File: src/rtl/tone_pkg.sv
package tone_pkg;
  typedef enum logic [1:0] {
    VOL_MUTE = 2'b00,
    VOL_QTR  = 2'b01,
    VOL_HALF = 2'b10,
    VOL_FULL = 2'b11
  } vol_e;

  typedef struct packed {
    logic xtal_off;
    vol_e vol;
  } mode_t;
endpackage

File: src/rtl/tone_divider.sv
module tone_divider #(
  parameter int CNT_W = 8
) (
  input  logic             clk,
  input  logic             rst_n,
  input  logic             clr,
  input  logic             tick,
  input  logic             run,
  input  logic [CNT_W-1:0] preset,
  output logic             tone
);
  logic [CNT_W-1:0] cnt_q, cnt_d;
  logic             tone_q, tone_d;

  always_comb begin
    cnt_d  = cnt_q;
    tone_d = tone_q;
    if (clr || !run) begin
      cnt_d  = preset;
      tone_d = 1'b0;
    end else if (tick) begin
      if (cnt_q == '0) begin
        cnt_d  = preset;
        tone_d = ~tone_q;
      end else begin
        cnt_d = cnt_q - 1'b1;
      end
    end
  end

  always_ff @(posedge clk or negedge rst_n) begin
    if (!rst_n) begin
      cnt_q  <= '0;
      tone_q <= 1'b0;
    end else begin
      cnt_q  <= cnt_d;
      tone_q <= tone_d;
    end
  end

  assign tone = tone_q;


  idle_low_chk: assert property (@(posedge clk) disable iff (!rst_n)
    !run |=> !tone_q);


  tick_only_chk: assert property (@(posedge clk) disable iff (!rst_n)
    (run && !clr && !tick) |=> $stable(tone_q));


  hold_count_chk: assert property (@(posedge clk) disable iff (!rst_n)
    (run && !clr && tick && cnt_q != '0) |=> $stable(tone_q));
endmodule

File: src/rtl/tone_pwm.sv
module tone_pwm
  import tone_pkg::*;
#(
  parameter int PH_W = 2
) (
  input  logic clk,
  input  logic rst_n,
  input  logic clr,
  input  vol_e vol,
  input  logic tone_in,
  output logic tone_out
);
  localparam int PH_N = 1 << PH_W;
  localparam logic [PH_W:0] QTR_L  = (PH_W+1)'(PH_N / 4);
  localparam logic [PH_W:0] HALF_L = (PH_W+1)'(PH_N / 2);

  logic [PH_W-1:0] ph_q, ph_d;
  logic            gate;

  always_comb begin
    ph_d = clr ? '0 : ph_q + 1'b1;
  end

  always_ff @(posedge clk or negedge rst_n) begin
    if (!rst_n) ph_q <= '0;
    else        ph_q <= ph_d;
  end

  always_comb begin
    unique case (vol)
      VOL_MUTE: gate = 1'b0;
      VOL_QTR:  gate = ({1'b0, ph_q} < QTR_L);
      VOL_HALF: gate = ({1'b0, ph_q} < HALF_L);
      default:  gate = 1'b1;
    endcase
  end

  assign tone_out = tone_in & gate;


  mute_chk: assert property (@(posedge clk) disable iff (!rst_n)
    (vol == VOL_MUTE) |-> !tone_out);


  full_chk: assert property (@(posedge clk) disable iff (!rst_n)
    (vol == VOL_FULL) |-> (tone_out == tone_in));


  gate_sub_chk: assert property (@(posedge clk) disable iff (!rst_n)
    tone_out |-> tone_in);
endmodule

File: src/rtl/tone_gen.sv
module tone_gen
  import tone_pkg::*;
#(
  parameter int CNT_W = 8,
  parameter int PH_W  = 2
) (
  input  logic             clk,
  input  logic             rst_n,
  input  logic             sync_clr,
  input  logic             xtal_tick,
  input  logic             preset_we,
  input  logic [CNT_W-1:0] preset_data,
  input  logic             mode_we,
  input  logic [2:0]       mode_data,
  input  logic             run_en,
  output logic             tone_o,
  output logic             tone_vol_o
);
  logic             rs0_q, rs1_q, rst_int_n;
  logic [CNT_W-1:0] preset_q, preset_d;
  mode_t            mode_q, mode_d;
  logic             running;
  logic             tone_raw;

  always_ff @(posedge clk or negedge rst_n) begin
    if (!rst_n) begin
      rs0_q <= 1'b0;
      rs1_q <= 1'b0;
    end else begin
      rs0_q <= 1'b1;
      rs1_q <= rs0_q;
    end
  end
  assign rst_int_n = rs1_q;

  always_comb begin
    preset_d = preset_q;
    mode_d   = mode_q;
    if (sync_clr) begin
      preset_d = '0;
      mode_d   = '0;
    end else begin
      if (preset_we) preset_d = preset_data;
      if (mode_we)   mode_d   = mode_t'(mode_data);
    end
  end

  always_ff @(posedge clk or negedge rst_int_n) begin
    if (!rst_int_n) begin
      preset_q <= '0;
      mode_q   <= '0;
    end else begin
      preset_q <= preset_d;
      mode_q   <= mode_d;
    end
  end

  assign running = run_en && !mode_q.xtal_off;

  tone_divider #(.CNT_W(CNT_W)) u_div (
    .clk    (clk),
    .rst_n  (rst_int_n),
    .clr    (sync_clr),
    .tick   (xtal_tick),
    .run    (running),
    .preset (preset_q),
    .tone   (tone_raw)
  );

  tone_pwm #(.PH_W(PH_W)) u_pwm (
    .clk      (clk),
    .rst_n    (rst_int_n),
    .clr      (sync_clr),
    .vol      (mode_q.vol),
    .tone_in  (tone_raw),
    .tone_out (tone_vol_o)
  );

  assign tone_o = tone_raw;


  clr_state_chk: assert property (@(posedge clk) disable iff (!rst_int_n)
    sync_clr |=> (mode_q == '0 && preset_q == '0 && !tone_o));


  mode_wr_chk: assert property (@(posedge clk) disable iff (!rst_int_n)
    (mode_we && !sync_clr) |=> (mode_q == $past(mode_data)));


  xtal_off_chk: assert property (@(posedge clk) disable iff (!rst_int_n)
    mode_q.xtal_off |=> !tone_o);
endmodule

File: config.mk
export PLATFORM = sky130hd
export DESIGN_NAME = tone_gen
export DESIGN_NICKNAME = d
export VERILOG_FILES = /design/src/rtl/tone_pkg.sv /design/src/rtl/tone_divider.sv /design/src/rtl/tone_pwm.sv /design/src/rtl/tone_gen.sv
export SDC_FILE = /design/constraint.sdc
export NUM_CORES = 1
export LEC_CHECK = 0
export CAP_MARGIN = 10
export CORE_MARGIN = 10
export CORE_UTILIZATION = 45
export CTS_CLUSTER_SIZE = 12
export DETAILED_ROUTE_END_ITERATION = 7
export DONT_BUFFER_PORTS = 1
export SLEW_MARGIN = 10
export SYNTH_ARGS = -nofsm -noshare
export SYNTH_HDL_FRONTEND = slang
export SYNTH_SLANG_ARGS = --single-unit
File: constraint.sdc
create_clock -name clk -period 0.8 [get_ports clk]
set_input_delay 0.08 -clock clk [delete_from_list [all_inputs] [get_ports clk]]
set_output_delay 0.08 -clock clk [all_outputs]
set_load 0.005 [all_outputs]
; ---- Word-level counts from Yosys, hierarchy flattened
; Index checks and enable logic that the tools add are counted.
[totals]
inputBits = 18
register_bits = 24
out_inout_bits = 2
elab_cells = 39
[op_classes]
add_sub_neg = 2
eq_ne = 2
n_bitwise = 2
magnitude_cmp = 2
reduce_logical = 11
n_mux = 12
[op_table]
columns = operator, n
row1 = two-way mux 8 bit, 5
row2 = zero test 8 bit, 1
row3 = nonzero test 2 bit, 4
row4 = "subtractor 8 x 1 -> 8 bit, second input constant", 1
row5 = two-way mux 3 bit, 2
row6 = two-way mux 1 bit, 3
row7 = case mux 1 bit (3 select lines), 1
row8 = "adder 2 x 1 -> 2 bit, second input constant", 1
row9 = "equality test 2 x 1 -> 1 bit, second input constant", 1
row10 = "equality test 2 bit, second input constant", 1
row11 = zero test 1 bit, 2
row12 = zero test 2 bit, 1
row13 = "< comparator 2 x 1 -> 1 bit, second input constant", 1
row14 = "< comparator 2 bit, second input constant", 1
row15 = two-way mux 2 bit, 1
row16 = AND reduction 2 bit, 1
row17 = AND 1 bit, 1
row18 = logical AND 1 bit, 1
row19 = logical OR 1 bit, 1
row20 = NOT 1 bit, 1

; ---- Longest topological paths before layout
; Gate-level depths: netlist of the first run.
[depth]
depth_word = 6
depth_mapped = 7
depth_no_buf = 6

; ---- Modules after synthesis
; From an unflattened synthesis of the first run, not the netlist that was laid out.
[hier_totals]
hier_cells = 116
hier_area_um2 = 1199.9
[by_module_without_submodules]
columns = module, n_inst, cells_each, area_per_inst_um2
row1 = tone_divider, 1, 66, 596.8
row2 = tone_gen, 1, 39, 503.0
row3 = tone_pwm, 1, 11, 100.1

; ---- Worst setup path after synthesis of the first run
; No wires, ideal clock.
[synth_timing]
path_kind = register -> register
from = register mode_q[2] in the netlist's numbering
to = register u_div.cnt_q[6]
path_stages_with_launch = 7
period_less_slack_ns = 1.475
setup_ns = 0.121
required_ns = 0.679
t_arrival_ns = 1.354
path_slack_ns = -0.675
cell_sequence = dfrtp_1 -> or3b_1 -> buf_2 -> a31oi_4 -> buf_6 -> o41ai_1 -> o22a_1
[synth_between]
elab_chain_len = 5
elab_cells_between_ends = 6
[synth_lines]
columns = element, line_no
row1 = "start, declared", tone_gen.sv:21  ; mode_t mode_q, mode_d;
row2 = "start signal, assigned", tone_gen.sv:54  ; mode_q <= mode_d;
row3 = zero test 1 bit *, tone_gen.sv:58  ; assign running = run_en && !mode_q.xtal_off;
row4 = logical AND 1 bit *, tone_gen.sv:58
row5 = zero test 1 bit *, tone_divider.sv:18  ; if (clr || !run) begin
row6 = logical OR 1 bit *, tone_divider.sv:18
row7 = two-way mux 8 bit or nonzero test 2 bit (tied branches), -
row8 = "end signal, assigned", tone_divider.sv:36  ; cnt_q <= cnt_d;
row9 = "end, declared", tone_divider.sv:12  ; logic [CNT_W-1:0] cnt_q, cnt_d;
; Mark *: on every way between the ends. The rest lies on a longest branch, timed or not.
; A chain may end at the register's enable or synchronous reset.

; ---- Worst setup path after layout of the first run
[layout_timing]
from = register mode_q[2] in the netlist's numbering
to = register u_div.cnt_q[7]
; Same word-level chain as after synthesis.

==> flow_summary.ini, run 1 <==
[place]
io_buffer_count = 0
post-place-ws_ps = -699.2
post-place-cells = 155
gp_congestion = 0.8233
dpl.hpwl_um = 2015
postPlaceCellArea_mm2 = 0.001338

[floorplanning]
pin_count = 20
dieHeight_um = 70.96
die_area_mm2 = 0.005035
start_util = 0.4717
placementRows = 18
core_region_area_mm2 = 0.002477
die_width_um = 70.96

[timing]
fmax_ghz = 0.6593
holdWs_ps = -88.15
setup_viol = 13
rsz0062_at_grt = true
fin_ws_ps = -716.8
finalCritPeriodShare = 1.896
final-max-slew-violation-count = 0
fin_crit_ps = 1517
skew_ps = 9.972
worstMarginPinSlew_ps = 549.1
slew_headroom = 0.6339
hold_viol_final = 8

[route]
wl_per_cell_um = 16.73
drcViolationCount = 0
first_iter_violations = 35
dr.pass1.iters = 4
antenna_left = 0
wirelength_um = 2962
num_vias = 940
viasPerCell = 5.311

[global_route]
grt_pass1_wl_um = 4733
track_usage = 0.1136
antenna_found_initial = 0
overflow = 0
grt_pass1_vias = 1031
grt_max_degree = 15

[layout]
finalNonFillerCells = 177
multi_input_area_um2 = 688.2
final_nets = 169
nFillCells = 194
register_area_um2 = 601.8
fin_util = 0.7040
syn_to_final_growth_pct = 49.25
drive_above_1_share = 0.3741
n_antenna_cell = 0
final_area_mm2 = 0.001744
final_common_cell = dfrtp_1
final_cell_mix = dfrtp_1 (23), nor2_1 (18), buf_4 (16)

[critical_path]
crit_end = u_div.cnt_q[7]
cp.required_ps = 1030
rr_worst_depth = 4
crit_fanout = 7
r2r_slack_ps = -720
crit_type = flop to flop
rr_endpoint = u_div.cnt_q[7]
end_kind = flop
setup.worst_path.start = mode_q[2]
start_kind = flop
timing.rr.start = mode_q[2]
arrival_ps = 1740

[outcome]
violations = hold timing, setup timing
run_status = finished, violations left

[flow_run]
cap_violations = 0

[yosys]
syn-mean-instance-area_um2 = 10.62
ys_types = 30
yosysWarnings = 0
ys_seq_elements = 24
yosys-top-cells-area = dfrtp_1 (51%), mux2i_1 (9.4%), nor2_1 (6.7%)
synthesis.nets = 131
syn_inst = 110
yosysSeqAreaShare = 0.5139
syn-cell-area_mm2 = 0.001169
yosysTopAreaCell = dfrtp_1
synth_top_area_share = 0.5139

[clock_tree]
cts_buffers = 3
h-tree-depth = 1
clk_pin_slew_worst_paths_ps = 140
cts_buffer_depth = 2
clkSinkCount = 24
insertion_delay_ps = 320
cts_hold_buf = 16
clockRootBuffer = clkbuf_4
cts_tree = done

[power]
combPwrFrac = 0.290
ir_worst_vdd_uv = 1641
p_sw_w = 0.0008988
power_frac_clock = 0.275
power_density_mw_per_mm2 = 1837
p_leak_nw = 0.7946
pwr-share-seq = 0.435
internal-power_w = 0.002305
netSwitchingFraction = 0.2806

[hold_path]
hold_path_class = primary input to flop
hp-start = preset_we
area by class of cell:
cell class | instances | area share
flip-flops and latches | 24 | 0.3451
inverters | 6 | 0.01291
multi-input cells | 76 | 0.3945
repair buffers | 37 | 0.1958
well taps | 30 | 0.02152
clock buffers | 3 | 0.01291
clock inverters | 1 | 0.01722
worst max-delay path, stage by stage (launching register included):
cell     delay [ps]
dfrtp_1         410
or3b_4          400
a31oi_4         290
nor2b_1          90
a211o_1         240
flip-flops by register name, summed over array words and instances (netlist names):
| signal | flops |
|---|---|
| u_pwm.ph_q | 2 |
| u_div.tone | 1 |
| u_div.cnt_q | 8 |
| preset_q | 8 |
| rs0_q | 1 |
| mode_q | 3 |
| rs1_q | 1 |
power groups by stage:
stage / combinational, W / clock [W] / sequential (W)
4_1_cts: 0.000773 / 0.000883 / 0.00138
2_1_floorplan: 0.000363 / 0 / 0.00141
3_5_place_dp: 0.000595 / 0 / 0.00140
6_report: 0.000930 / 0.000881 / 0.00139
5_1_grt: 0.00101 / 0.000938 / 0.00140
3_3_place_gp: 0.000580 / 0 / 0.00140
stage by stage:
step / hold slack [ps] / power [W] / TNS [ps]
finish: -88.15 / 0.003204 / -6218
global route: -79.54 / 0.003351 / -6832
CTS: -89.79 / 0.003040 / -6691
detailed placement: -215.5 / 0.001998 / -6023
global placement: -215.5 / 0.001978 / -5905
floorplan: -215.6 / 0.001775 / -5119
how the worst min path moves through the flow:
stage / end / cells past startpoint
finish: preset_q[5] / 2
global route: preset_q[1] / 2
CTS: preset_q[4] / 2
detailed placement: rs0_q / 0
global placement: rs0_q / 0
floorplan: rs0_q / 0
routing by layer:
metal  track usage  vias to the layer above  part of all wire
met5             0                        -                 0
met4       0.03656                        0            0.0061
met3       0.02371                        2             0.049
met2        0.1939                       27              0.50
met1        0.1382                      458              0.44
li1              -                      453                 -
synthesized netlist by cell type:
| cell type | n |
|---|---|
| dfrtp_1 | 24 |
| nor2_1 | 21 |
| mux2i_1 | 11 |
| inv_1 | 6 |
| a21oi_1 | 5 |
| nand3_1 | 5 |
| nor2b_1 | 4 |
| xor2_1 | 4 |
| ha_1 | 3 |
| a21boi_0 | 2 |
| a31oi_1 | 2 |
| clkbuf_1 | 2 |
| nand2_1 | 2 |
| o21ai_0 | 2 |
| o22a_1 | 2 |
| a211o_1 | 1 |
| a22oi_1 | 1 |
| a31oi_4 | 1 |
| buf_2 | 1 |
| buf_6 | 1 |
| conb_1 | 1 |
| nand4_1 | 1 |
| nor3_1 | 1 |
| nor4_1 | 1 |
| nor4_4 | 1 |
| o22ai_1 | 1 |
| o31a_1 | 1 |
| o41ai_1 | 1 |
| or3b_1 | 1 |
| or4b_1 | 1 |
what timing repair did:
item	4_1_cts	5_1_grt
gates resized for setup	19	23
endpoints found under the setup margin	13	24
hold endpoints to repair	17	8
buffers inserted	1	1
cloned	0	0
pin swaps	5	10
kinds of logic (layout without fill, tap and decap cells):
family	count (synthesis)	in the layout	synth area share
other	1	1	0.003209
multiplexers	11	11	0.09422
buffers and inverters	10	47	0.03961
flip-flops	24	24	0.5139
AO/OA/AOI/OAI	19	19	0.1210
AND/OR/NAND/NOR	38	38	0.1660
XOR/XNOR	4	4	0.02998
adder cells (fa/ha/maj)	3	3	0.03212
Note: power is estimated with default switching activity, not from simulation.
==> inputs of run 2 (changes only) <==
Settings changed: CELL_PAD_IN_SITES_DETAIL_PLACEMENT from default to 1, CELL_PAD_IN_SITES_GLOBAL_PLACEMENT from default to 2, CORE_UTILIZATION 45 to 35, PLACE_DENSITY_LB_ADDON from default to 0.1.
==> run 2 against run 1 <==
Effect of this change: the run still ends with hold timing, setup timing left; routed wire length up 4.8%; worst setup slack gained 47 ps; non-clock buffer count is 4 higher; first-iteration DRC count shrank 34%; utilization is 17 points lower; clock skew decreased by 5.1 ps; register-to-register slack gained 50 ps; hold slack improved by 23 ps; sequential share of layout area rose by 1.3 points; fmax grew 3.2%; total power decreased by 15%; clock power shrank 42%; highest routed layer unchanged.
==> flow_summary.ini, run 2 (same netlist as run 1, synthesis figures left out) <==
[flow_run]
cap_violations = 0

[power]
netSwitchingFraction = 0.2895
internal-power_w = 0.001946
p_leak_nw = 0.7903
pwr-share-seq = 0.508
p_sw_w = 0.0007930
power_frac_clock = 0.186
ir_worst_vdd_uv = 901.5
fin_total_pwr_w = 0.002739
power_density_mw_per_mm2 = 1627
combPwrFrac = 0.306

[timing]
hold_viol_final = 9
fmax_ghz = 0.6806
fin_crit_ps = 1469
slew_headroom = 0.6202
skew_ps = 4.902
finalCritPeriodShare = 1.837
setup_viol = 14
fin_ws_ps = -669.4
final-max-slew-violation-count = 0
holdWs_ps = -64.82
worstMarginPinSlew_ps = 569.7
rsz0062_at_grt = true

[hold_path]
hold_path_class = primary input to flop
hold_depth = 2
min_to = preset_q[5]
hp-start = preset_we

[place]
post-place-ws_ps = -688.8
gp_congestion = 0.7795
io_buffer_count = 0
dpl.hpwl_um = 2243

[critical_path]
setup.worst_path.start = u_div.cnt_q[5]
rr_endpoint = u_div.cnt_q[6]
arrival_ps = 1680
timing.rr.start = u_div.cnt_q[5]
start_kind = flop
r2r_slack_ps = -670
end_kind = flop
rr_worst_depth = 5
cp.required_ps = 1010
crit_fanout = 6
crit_type = flop to flop

[route]
drcViolationCount = 0
first_iter_violations = 23
antenna_left = 0
viasPerCell = 4.851
wirelength_um = 3103
wl_per_cell_um = 15.99
num_vias = 941
dr.pass1.iters = 4

[layout]
reg_top3 = preset_q x8, u_div.cnt_q x8, mode_q x3
final_common_cell = dfrtp_1
final_nets = 173
syn_to_final_growth_pct = 44.00
final_cell_mix = dfrtp_1 (23), buf_4 (22), nor2_1 (18)
drive_above_1_share = 0.3333
n_antenna_cell = 0
nFillCells = 336

[floorplanning]
die_width_um = 77.79
dieHeight_um = 77.79
core_region_area_mm2 = 0.003128
die_area_mm2 = 0.006051
pin_count = 20
start_util = 0.3736
placementRows = 20

[global_route]
grt_max_degree = 14
antenna_found_initial = 0
grt_pass1_wl_um = 5444
overflow = 0
track_usage = 0.1080
grt_pass1_vias = 1115

[clock_tree]
clk_pin_slew_worst_paths_ps = 120
cts_buffers = 3
insertion_delay_ps = 300
clockRootBuffer = clkbuf_4
h-tree-depth = 1
cts_buffer_depth = 2
cts_hold_buf = 15
cts_tree = done
clkSinkCount = 24

[outcome]
run_status = finished, violations left
violations = hold timing, setup timing
==> run 2: changes by cell type in the layout (fill, tap and decap cells not counted), sizes merged <==
cell         previous run  this run
dlygate4sd3            14        13
buf                    21        26
bufinv                  1         0
==> run 2: layout make-up <==
type / instances / area (um2) / area share
Multi-Input combinational cell: 76 / 615.6 / 0.3658
Sequential cell: 24 / 601.8 / 0.3576
Timing Repair Buffer: 41 / 365.4 / 0.2171
Tap cell: 44 / 55.05 / 0.03271
Clock buffer: 3 / 22.52 / 0.01338
Inverter: 6 / 22.52 / 0.01338
==> run 2: how the worst max path moves through the flow <==
stage,depth (start not counted),slack [ps],to
2_1_floorplan,6,-670,u_div.cnt_q[6]
3_3_place_gp,4,-660,u_div.cnt_q[5]
3_5_place_dp,4,-690,u_div.cnt_q[4]
4_1_cts,4,-680,u_div.cnt_q[7]
5_1_grt,5,-760,u_div.cnt_q[3]
6_report,5,-670,u_div.cnt_q[6]
==> run 2: metrics by stage <==
step,TNS (ps),std cells,utilization,instance area [um2]
after floorplan,-5119,110,-,1189
final,-6437,194,0.5380,1683
after global placement,-5677,174,0.4452,1393
after global routing,-7531,194,0.5380,1683
after CTS,-7047,194,0.5156,1613
after detailed placement,-5958,174,0.4452,1393
==> run 2: metal layers <==
layer  up-vias  share of wire  track usage
li1        460              -            -
met4         0         0.0035      0.02190
met3         2          0.032      0.02304
met5         -              0            0
met2         9           0.52       0.1882
met1       470           0.44       0.1329
==> run 2: power groups by stage <==
stage | clock network (W) | logic [W] | registers [W]
3_3_place_gp | 0 | 0.000622 | 0.00140
4_1_cts | 0.000534 | 0.000762 | 0.00139
2_1_floorplan | 0 | 0.000363 | 0.00141
5_1_grt | 0.000594 | 0.000933 | 0.00140
6_report | 0.000509 | 0.000839 | 0.00139
3_5_place_dp | 0 | 0.000634 | 0.00141
==> run 2: worst max-delay path: stages, from the launching register on <==
cell     delay, ps
dfrtp_1        440
nor4_4         300
buf_6          160
a31oi_4        120
buf_4          170
o22a_1         180
==> run 2: timing repair <==
| item | CTS | global route |
|---|---|---|
| buffers inserted | 3 | 1 |
| cloned | 0 | 0 |
| endpoints found under the setup margin | 14 | 24 |
| pin swaps | 5 | 8 |
| hold endpoints to repair | 16 | 9 |
| gates resized for setup | 9 | 19 |
